**src/rtl/async_rx_framer.sv**
```systemverilog
module async_rx_framer #(
  parameter int DW  = 8,
  parameter int OVS = 16
) (
  input  logic          clk,
  input  logic          rst_n,
  input  logic          os_tick,
  input  logic          rxd,
  input  logic          par_en,
  input  logic          par_odd,
  input  logic          mp_mode,
  output logic [DW-1:0] rx_data,
  output logic          rx_valid,
  output logic          par_err,
  output logic          frm_err,
  output logic          mp_bit
);
  localparam int CW  = $clog2(OVS);
  localparam int BW  = $clog2(DW + 1);
  localparam int MID = OVS / 2 - 1;

  typedef enum logic [2:0] {S_IDLE, S_START, S_DATA, S_EXTRA, S_STOP} st_t;

  st_t           st;
  logic [CW-1:0] cnt;
  logic [BW-1:0] bitn;
  logic [DW-1:0] sh;
  logic          s1, s2, prev, xbit;

  wire cnt_end = (cnt == CW'(OVS - 1));
  wire has_x   = mp_mode | par_en;

  always_ff @(posedge clk or negedge rst_n) begin
    if (!rst_n) begin
      s1 <= 1'b1;
      s2 <= 1'b1;
      prev <= 1'b1;
      st <= S_IDLE;
      cnt <= '0;
      bitn <= '0;
      sh <= '0;
      xbit <= 1'b0;
      rx_data <= '0;
      rx_valid <= 1'b0;
      par_err <= 1'b0;
      frm_err <= 1'b0;
      mp_bit <= 1'b0;
    end else begin
      s1 <= rxd;
      s2 <= s1;
      rx_valid <= 1'b0;
      if (os_tick) begin
        prev <= s2;
        case (st)
          S_IDLE:
            if (prev && !s2) begin
              st <= S_START;
              cnt <= '0;
            end
          S_START:
            if (cnt == CW'(MID)) begin
              cnt <= '0;
              bitn <= '0;
              st <= s2 ? S_IDLE : S_DATA;
            end else cnt <= cnt + 1'b1;
          S_DATA:
            if (cnt_end) begin
              cnt <= '0;
              sh <= {s2, sh[DW-1:1]};
              if (bitn == BW'(DW - 1)) st <= has_x ? S_EXTRA : S_STOP;
              else bitn <= bitn + 1'b1;
            end else cnt <= cnt + 1'b1;
          S_EXTRA:
            if (cnt_end) begin
              cnt <= '0;
              xbit <= s2;
              st <= S_STOP;
            end else cnt <= cnt + 1'b1;
          S_STOP:
            if (cnt_end) begin
              cnt <= '0;
              st <= S_IDLE;
              rx_valid <= 1'b1;
              rx_data <= sh;
              frm_err <= ~s2;
              par_err <= ~mp_mode & par_en & ((^sh) ^ xbit ^ par_odd);
              mp_bit <= mp_mode & xbit;
            end else cnt <= cnt + 1'b1;
          default: st <= S_IDLE;
        endcase
      end
    end
  end

  // strobe lasts one clock
  p_valid_pulse_r4: assert property (@(posedge clk) disable iff (!rst_n)
    rx_valid |=> !rx_valid);
  // results change only with the strobe
  p_data_hold_r4: assert property (@(posedge clk) disable iff (!rst_n)
    !rx_valid |-> $stable(rx_data) && $stable(frm_err) && $stable(par_err));
  // addressed format never reports parity errors
  p_mp_no_parerr_r10: assert property (@(posedge clk) disable iff (!rst_n)
    rx_valid && mp_mode |-> !par_err);
  // parity off never reports parity errors
  p_nopar_r7: assert property (@(posedge clk) disable iff (!rst_n)
    rx_valid && !par_en |-> !par_err);
  // results are only produced on an oversampling tick
  p_on_tick_r3: assert property (@(posedge clk) disable iff (!rst_n)
    $rose(rx_valid) |-> $past(os_tick));
endmodule

```
**config.mk**
```make
export PLATFORM = sky130hd
export DESIGN_NAME = async_rx_framer
export DESIGN_NICKNAME = d
export VERILOG_FILES = /design/src/rtl/async_rx_framer.sv
export SDC_FILE = /design/constraint.sdc
export NUM_CORES = 1
export LEC_CHECK = 0
export BUFFER_PORTS_ARGS = -buffer_cell sky130_fd_sc_hd__buf_4
export CAP_MARGIN = 20
export CORE_UTILIZATION = 40
export CTS_CLUSTER_SIZE = 25
export DETAILED_ROUTE_END_ITERATION = 12
export GPL_TIMING_DRIVEN = 0
export PLACE_DENSITY = 0.7
export SLEW_MARGIN = 10
export SYNTH_ARGS = -nofsm -noshare
export SYNTH_HDL_FRONTEND = slang
export SYNTH_SLANG_ARGS = --single-unit
export TNS_END_PERCENT = 5
```
**constraint.sdc**
```tcl
create_clock -name clk -period 4.75 [get_ports clk]
set_clock_uncertainty 0.05 [all_clocks]
set_input_delay 0.95 -clock clk [delete_from_list [all_inputs] [get_ports clk]]
set_output_delay 0.95 -clock clk [all_outputs]
set_load 0.005 [all_outputs]
```
After elaboration in Yosys (flattened, before gate mapping)

Index checks and enable logic that the tools add are counted.

$add $sub $neg: 2
Eq/ne operators: 14
Multiplexer cells: 20
Bitwise operators: 8
Reductions and logical operators: 13

Operators with widths:

| operator                                       | number |
|---|---|
| two-way mux 4 bit                              | 6 |
| two-way mux 3 bit                              | 7 |
| case mux 3 bit (5 select lines)                | 1 |
| != test 2 bit (second input constant)          | 7 |
| case mux 4 bit (3 select lines)                | 1 |
| AND reduction 3 bit                            | 4 |
| adder 4 x 1 -> 4 bit (second input constant)   | 2 |
| == test 4 x 3 -> 1 bit (second input constant) | 2 |
| case mux 4 bit (2 select lines)                | 1 |
| parity 8 bit                                   | 1 |
| AND reduction 7 bit                            | 1 |
| == test 3 x 2 -> 1 bit (second input constant) | 2 |
| AND reduction 5 bit                            | 1 |
| == test 4 bit (second input constant)          | 1 |
| AND 1 bit                                      | 3 |
| == test 3 x 1 -> 1 bit (second input constant) | 1 |
| == test 3 bit (second input constant)          | 1 |
| zero test 3 bit                                | 1 |
| two-way mux 1 bit                              | 3 |
| nonzero test 3 bit                             | 1 |
| OR reduction 3 bit                             | 1 |
| two-way mux 2 bit                              | 1 |
| NOT 1 bit                                      | 2 |
| nonzero test 2 bit                             | 1 |
| 4 further kinds                                | 5 |

Bits in registers: 35
Input port bits: 7
Output and inout port bits: 12
Word-level logic and storage cells: 70

Longest topological paths before layout

Word-level depth: 5
Gate-level depth with buffers: 7
Gate-level depth less buffers: 6

Least setup slack after synthesis

No wires, ideal clock.

Path type: input to register
Start point: input par_odd
End point: register par_err
Library setup time: 103 ps
Data arrival time: 1756 ps
Required time: 4597 ps
Slack: 2841 ps
Stages: 4
Path buffers: 0
Cell sequence: xnor2_1 -> xnor3_1 -> xnor2_1 -> o41ai_2

Cells in the longest elaborated chain, start to end: 2

Ends and longest elaborated chain:

| item                   | line | source |
|---|---|---|
| start: declaration     | 10   | `input logic par_odd,` |
| XOR 1 bit              | 86   | `par_err <= ~mp_mode & par_en & ((^sh) ^ xbit ^ par_odd);` |
| AND 1 bit              | 86   |  |
| end signal: assignment | 86   |  |
| end: declaration       | 14   | `output logic par_err,` |

No other way between the ends.
A chain may end at the register's enable or synchronous reset.

Worst setup path in the final report

Start point: register cnt[1]
End point: register st[2]

Cells in the longest elaborated chain, start to end: 3
Elaborated cells between the ends (all ways): 7
Classes of those cells: eq/ne (6); reduce/logical (1)

Ends and longest elaborated chain:

| item                                                           | line   | source |
|---|---|---|
| start: declaration                                             | 25     | `logic [CW-1:0] cnt;` |
| start signal: assignment                                       | 65     | `end else cnt <= cnt + 1'b1;` |
| start signal: assignment                                       | 72     | `end else cnt <= cnt + 1'b1;` |
| start signal: assignment                                       | 78     | `end else cnt <= cnt + 1'b1;` |
| == test 4 x 3 -> 1 bit / == test 4 bit (equally long branches) | 61, 30 |  |
| != test 2 bit (no line)                                        | n/a    |  |
| AND reduction 7 bit (no line) *                                | n/a    |  |
| end signal: assignment                                         | 64     | `st <= s2 ? S_IDLE : S_DATA;` |
| end signal: assignment                                         | 70     | `if (bitn == BW'(DW - 1)) st <= has_x ? S_EXTRA : S_STOP;` |
| end: declaration                                               | 24     | `st_t st;` |

Every way passes the cells marked *; elsewhere a longest branch is shown, timed or not.

==> results.txt <==
- Number of search-and-repair iterations in the first detailed-routing pass: 4
- Counting the fill cells in the layout gives 413.
- The initial antenna violation count was 0.
* Gate count of the mapped netlist: 167
- # diodes: 0
- Measured in cells, the most critical reg-to-reg path has a length of 5.
- For this design the static power due to leakage is 1.03 nW.
- Relative contribution of sequential cells to total power: 0.418
* Endpoint required time on the critical path: 4.87 ns
- Aggregate routed wire length: 3.22 mm
- Area added between synthesis and finish: 15.5%
- Period minus WS final: 1.92 ns
- Summed over all nets, the switching power comes to 351 uW.
- The slowest stage of the critical path is the sky130_fd_sc_hd__dfrtp_1 cell.
- Status: complete, no violations
* Clock network latency to the later pin of the worst-skew pair: 0.29 ns
- Count of unique library cells instantiated by Yosys: 48
- The region available for standard cell placement spans 4380 sq um.
- The critical path in this run is classified as reg2reg.
- After detailed routing, the number of remaining DRC violations is 0.
- In this run, synthesis produced a sequential element count of 35.
- Crit path capture type: register
* Endpoint arrival time on the critical path: 2.04 ns
* Total count of max-transition violations in the final report: 0
- Gates resized, CTS repair: 0
- For this run, the total global-route usage over all layers was measured as 0.151.
- IR analysis of the VDD net gives a maximum drop of 0.000142 V.
- Post-synthesis sequential area ratio: 0.479
* Layout cells sized above 1: 0.295
- Number of synthesis warnings: 0
- The first global-routing pass estimated 5.66 mm of wire.
* Clock slew seen by the registers of the worst setup and hold paths: 0.07 ns
* # H-tree levels: 2
* IO Pins: 19
* Type of the worst min-delay path: reg2reg
- Post-CTS timing repair inserted 0 buffers for setup.
* Number of sinks driven by the clock tree: 35
- Of all flip-flops after synthesis, the portion carrying an async set or reset was 1.00.
- Antenna viol nets, final: 0
* Critical Path Start Type: register
- Critical path, cell by cell: ha_1, nand3b_1, and2_4, nor3_2, mux2_2
- Power spread over the standard cell area amounts to 468 nW/um^2.
- Maximum clock frequency: 0.521 GHz
* Critical Path Sink: st[2]
* CTS tree: built
* Cell family with most CP delay: simple AND/OR/NAND/NOR gates
* Final count of negative-setup-slack endpoints: 0
- Half-perimeter wire length of the detailed placement result: 2.28 mm
- In the finished design, the share of the clock period the worst path needs comes to 0.404.
* Part of the total power dissipated in combinational logic: 0.369
- Across the run, the number of max-cap violations was 0.
* Hold Vio Cnt, Final: 0
* Relative max-transition margin: 0.710
- In this design, the stage delay of the slowest critical-path cell is 0.39 ns.
* Post-DR wirelength/cell: 13.2 microns
* EDFF count, synth: 0
- In the final layout, the multi-input gates occupy 890 sq um.
* Unrepaired setup endpoints after global routing: false
- The floorplan step set the die width to 69.7 microns.
- In the routed layout, each cell is associated on average with a via count of 5.00.
- Cell-internal power: 642 uW
* Post-synth top flop: sky130_fd_sc_hd__dfrtp_1
* Crit. path cell count: 5
- Along the worst path, the maximum fanout reaches 5.
- Last weighted congestion value of the routability-driven placer: 0.806
- Total number of nets in the final design: 201
* Place WS: 2.58 ns
- Register-to-register setup slack: 2.83 ns
- The sequential cells in the finished layout cover a total of 880 sq um.
* Fin Setup TNS: 0 ns
- Buffer levels on the longest clock path: 2
- In this run, the number of DRC markers left after iteration 0 of detailed routing was 82.
* Crit Reg-Reg Endpoint: st[2]
* Post-synth net total: 176
* Mean Syn Cell Area: 11.0 sq um
- Die extent in y: 69.7 microns
- Least-Margin Pin Slew: 0.436 ns
- Die footprint: 4860 sq um
- The share of total power dissipated in the clock network is 0.213.
* WP buf/inv: 0
- Number of buffers inserted during clock tree synthesis: 5
* Crit Reg-Reg Startpoint: cnt[1]
- Of the total power, the share spent switching nets is 0.354.
- Entering global routing, the biggest net connects 36 pins.
* Buffers on Ports: 18
- The total overflow left after global routing is 0.
- Timing startpoint of the critical path: cnt[1]
- Row count: 24
- Via count of the first global-routing pass: 1186
- Post-layout worst setup margin: 2.83 ns
* CTS root buf: sky130_fd_sc_hd__clkbuf_8
* Summed instance area of the synthesized netlist: 1840 sq um
- The initial utilization of the core area, before any placement, comes to 0.419.
* Overall via count from detail_route: 1224
- The number of hold buffers added after CTS was 0.
## sequential cells by signal, indices dropped and copies added (netlist names)
name	flops
prev	1
sh	8
cnt	4
par_err	1
frm_err	1
bitn	4
xbit	1
s1	1
rx_valid	1
s2	1
st	3
mp_bit	1
rx_data	8
## worst register-to-register path: cells and delay by family (launching register included)
family / cells / cell delay, ns
multiplexers: 1 / 0.38
adder cells (fa/ha/maj): 1 / 0.30
AND/OR/NAND/NOR: 3 / 0.69
flip-flops: 1 / 0.39
## cells in the mapped netlist (all sizes together) (2+ instances only)
| cell type | number | share of area |
|---|---|---|
| a211o | 2 | 0.0095 |
| o211ai | 3 | 0.012 |
| dfstp | 3 | 0.043 |
| nand2b | 5 | 0.017 |
| dfrtp | 32 | 0.44 |
| mux2 | 14 | 0.086 |
| and3 | 2 | 0.0068 |
| a21oi | 3 | 0.0082 |
| o21ai | 7 | 0.025 |
| nor3b | 2 | 0.011 |
| inv | 6 | 0.012 |
| nand2 | 32 | 0.065 |
| nor2 | 10 | 0.029 |
| nand3 | 4 | 0.011 |
| mux2i | 3 | 0.016 |
| nor2b | 3 | 0.010 |
| xnor2 | 6 | 0.029 |
| or3b | 2 | 0.012 |
| or2 | 2 | 0.0068 |
| ha | 2 | 0.014 |
| nor3 | 2 | 0.0082 |
| buf | 5 | 0.022 |
## metrics by stage
step / total power, mW / instance area [sq um] / hold WS, ns / util / cells
6_report: 0.993 / 2120 / 0.314 / 0.484 / 245
5_1_grt: 1.07 / 2120 / 0.323 / 0.484 / 245
4_1_cts: 1.01 / 2120 / 0.316 / 0.484 / 245
3_5_place_dp: 0.789 / 2040 / 0.297 / 0.464 / 237
3_3_place_gp: 0.783 / 2040 / 0.295 / 0.464 / 237
2_1_floorplan: 0.714 / 1840 / 0.295 / - / 167
## power groups by stage
stage | sequential (mW) | clock (mW) | combinational, mW
after floorplan | 0.405 | 0 | 0.309
after global placement | 0.418 | 0 | 0.365
after detailed placement | 0.421 | 0 | 0.368
after CTS | 0.415 | 0.221 | 0.370
after global routing | 0.427 | 0.232 | 0.407
final | 0.415 | 0.211 | 0.367
## final cells by class
cell class / instances / area share
inverter: 7 / 0.0124
sequential: 35 / 0.415
multi-input combinational: 120 / 0.419
timing repair buffer: 18 / 0.0637
clock inverter: 2 / 0.00590
tap: 52 / 0.0307
clock buffer: 6 / 0.0342
buffer: 5 / 0.0189
## kinds of logic after synthesis
kind of cell | Yosys count | share of synthesized area
AND/OR/NAND/NOR | 70 | 0.215
flip-flops | 35 | 0.479
AO/OA/AOI/OAI | 22 | 0.103
multiplexers | 17 | 0.102
buffers and inverters | 12 | 0.0361
XOR/XNOR | 8 | 0.0457
adder cells (fa/ha/maj) | 3 | 0.0191
## cells in the final DEF, fill, tap and decap left out, types with 2 or more instances in the layout
cell	count
sky130_fd_sc_hd__dfstp_2	3
sky130_fd_sc_hd__mux2i_1	3
sky130_fd_sc_hd__nand2b_1	5
sky130_fd_sc_hd__a211o_1	2
sky130_fd_sc_hd__mux2_1	3
sky130_fd_sc_hd__xnor2_1	6
sky130_fd_sc_hd__buf_6	2
sky130_fd_sc_hd__dfrtp_1	32
sky130_fd_sc_hd__ha_1	2
sky130_fd_sc_hd__buf_2	2
sky130_fd_sc_hd__o21ai_0	5
sky130_fd_sc_hd__nor2b_1	3
sky130_fd_sc_hd__and3_1	2
sky130_fd_sc_hd__nand3_1	4
sky130_fd_sc_hd__a21oi_1	3
sky130_fd_sc_hd__buf_4	19
sky130_fd_sc_hd__o211ai_1	3
sky130_fd_sc_hd__clkbuf_8	5
sky130_fd_sc_hd__or3b_4	2
sky130_fd_sc_hd__nand2_1	32
sky130_fd_sc_hd__inv_1	6
sky130_fd_sc_hd__mux2_2	11
sky130_fd_sc_hd__nor2_1	9
## how the worst min path moves through the flow
stage,start,endpoint,slack [ns],depth (start not counted)
floorplan,s1,s2,0.30,0
global placement,s1,s2,0.30,0
detailed placement,s1,s2,0.30,0
CTS,s1,s2,0.32,0
global route,s1,s2,0.32,0
finish,s1,s2,0.31,0
## per-layer routing
| layer | vias up | GRT usage | part of all wire |
|---|---|---|---|
| met5 | - | 0 | 0 |
| met4 | 0 | 0.0667 | 0.019 |
| met3 | 6 | 0.0392 | 0.035 |
| met2 | 24 | 0.208 | 0.42 |
| met1 | 569 | 0.220 | 0.52 |
| li1 | 625 | - | - |
No activity file was read; power rests on OpenSTA's default activity.
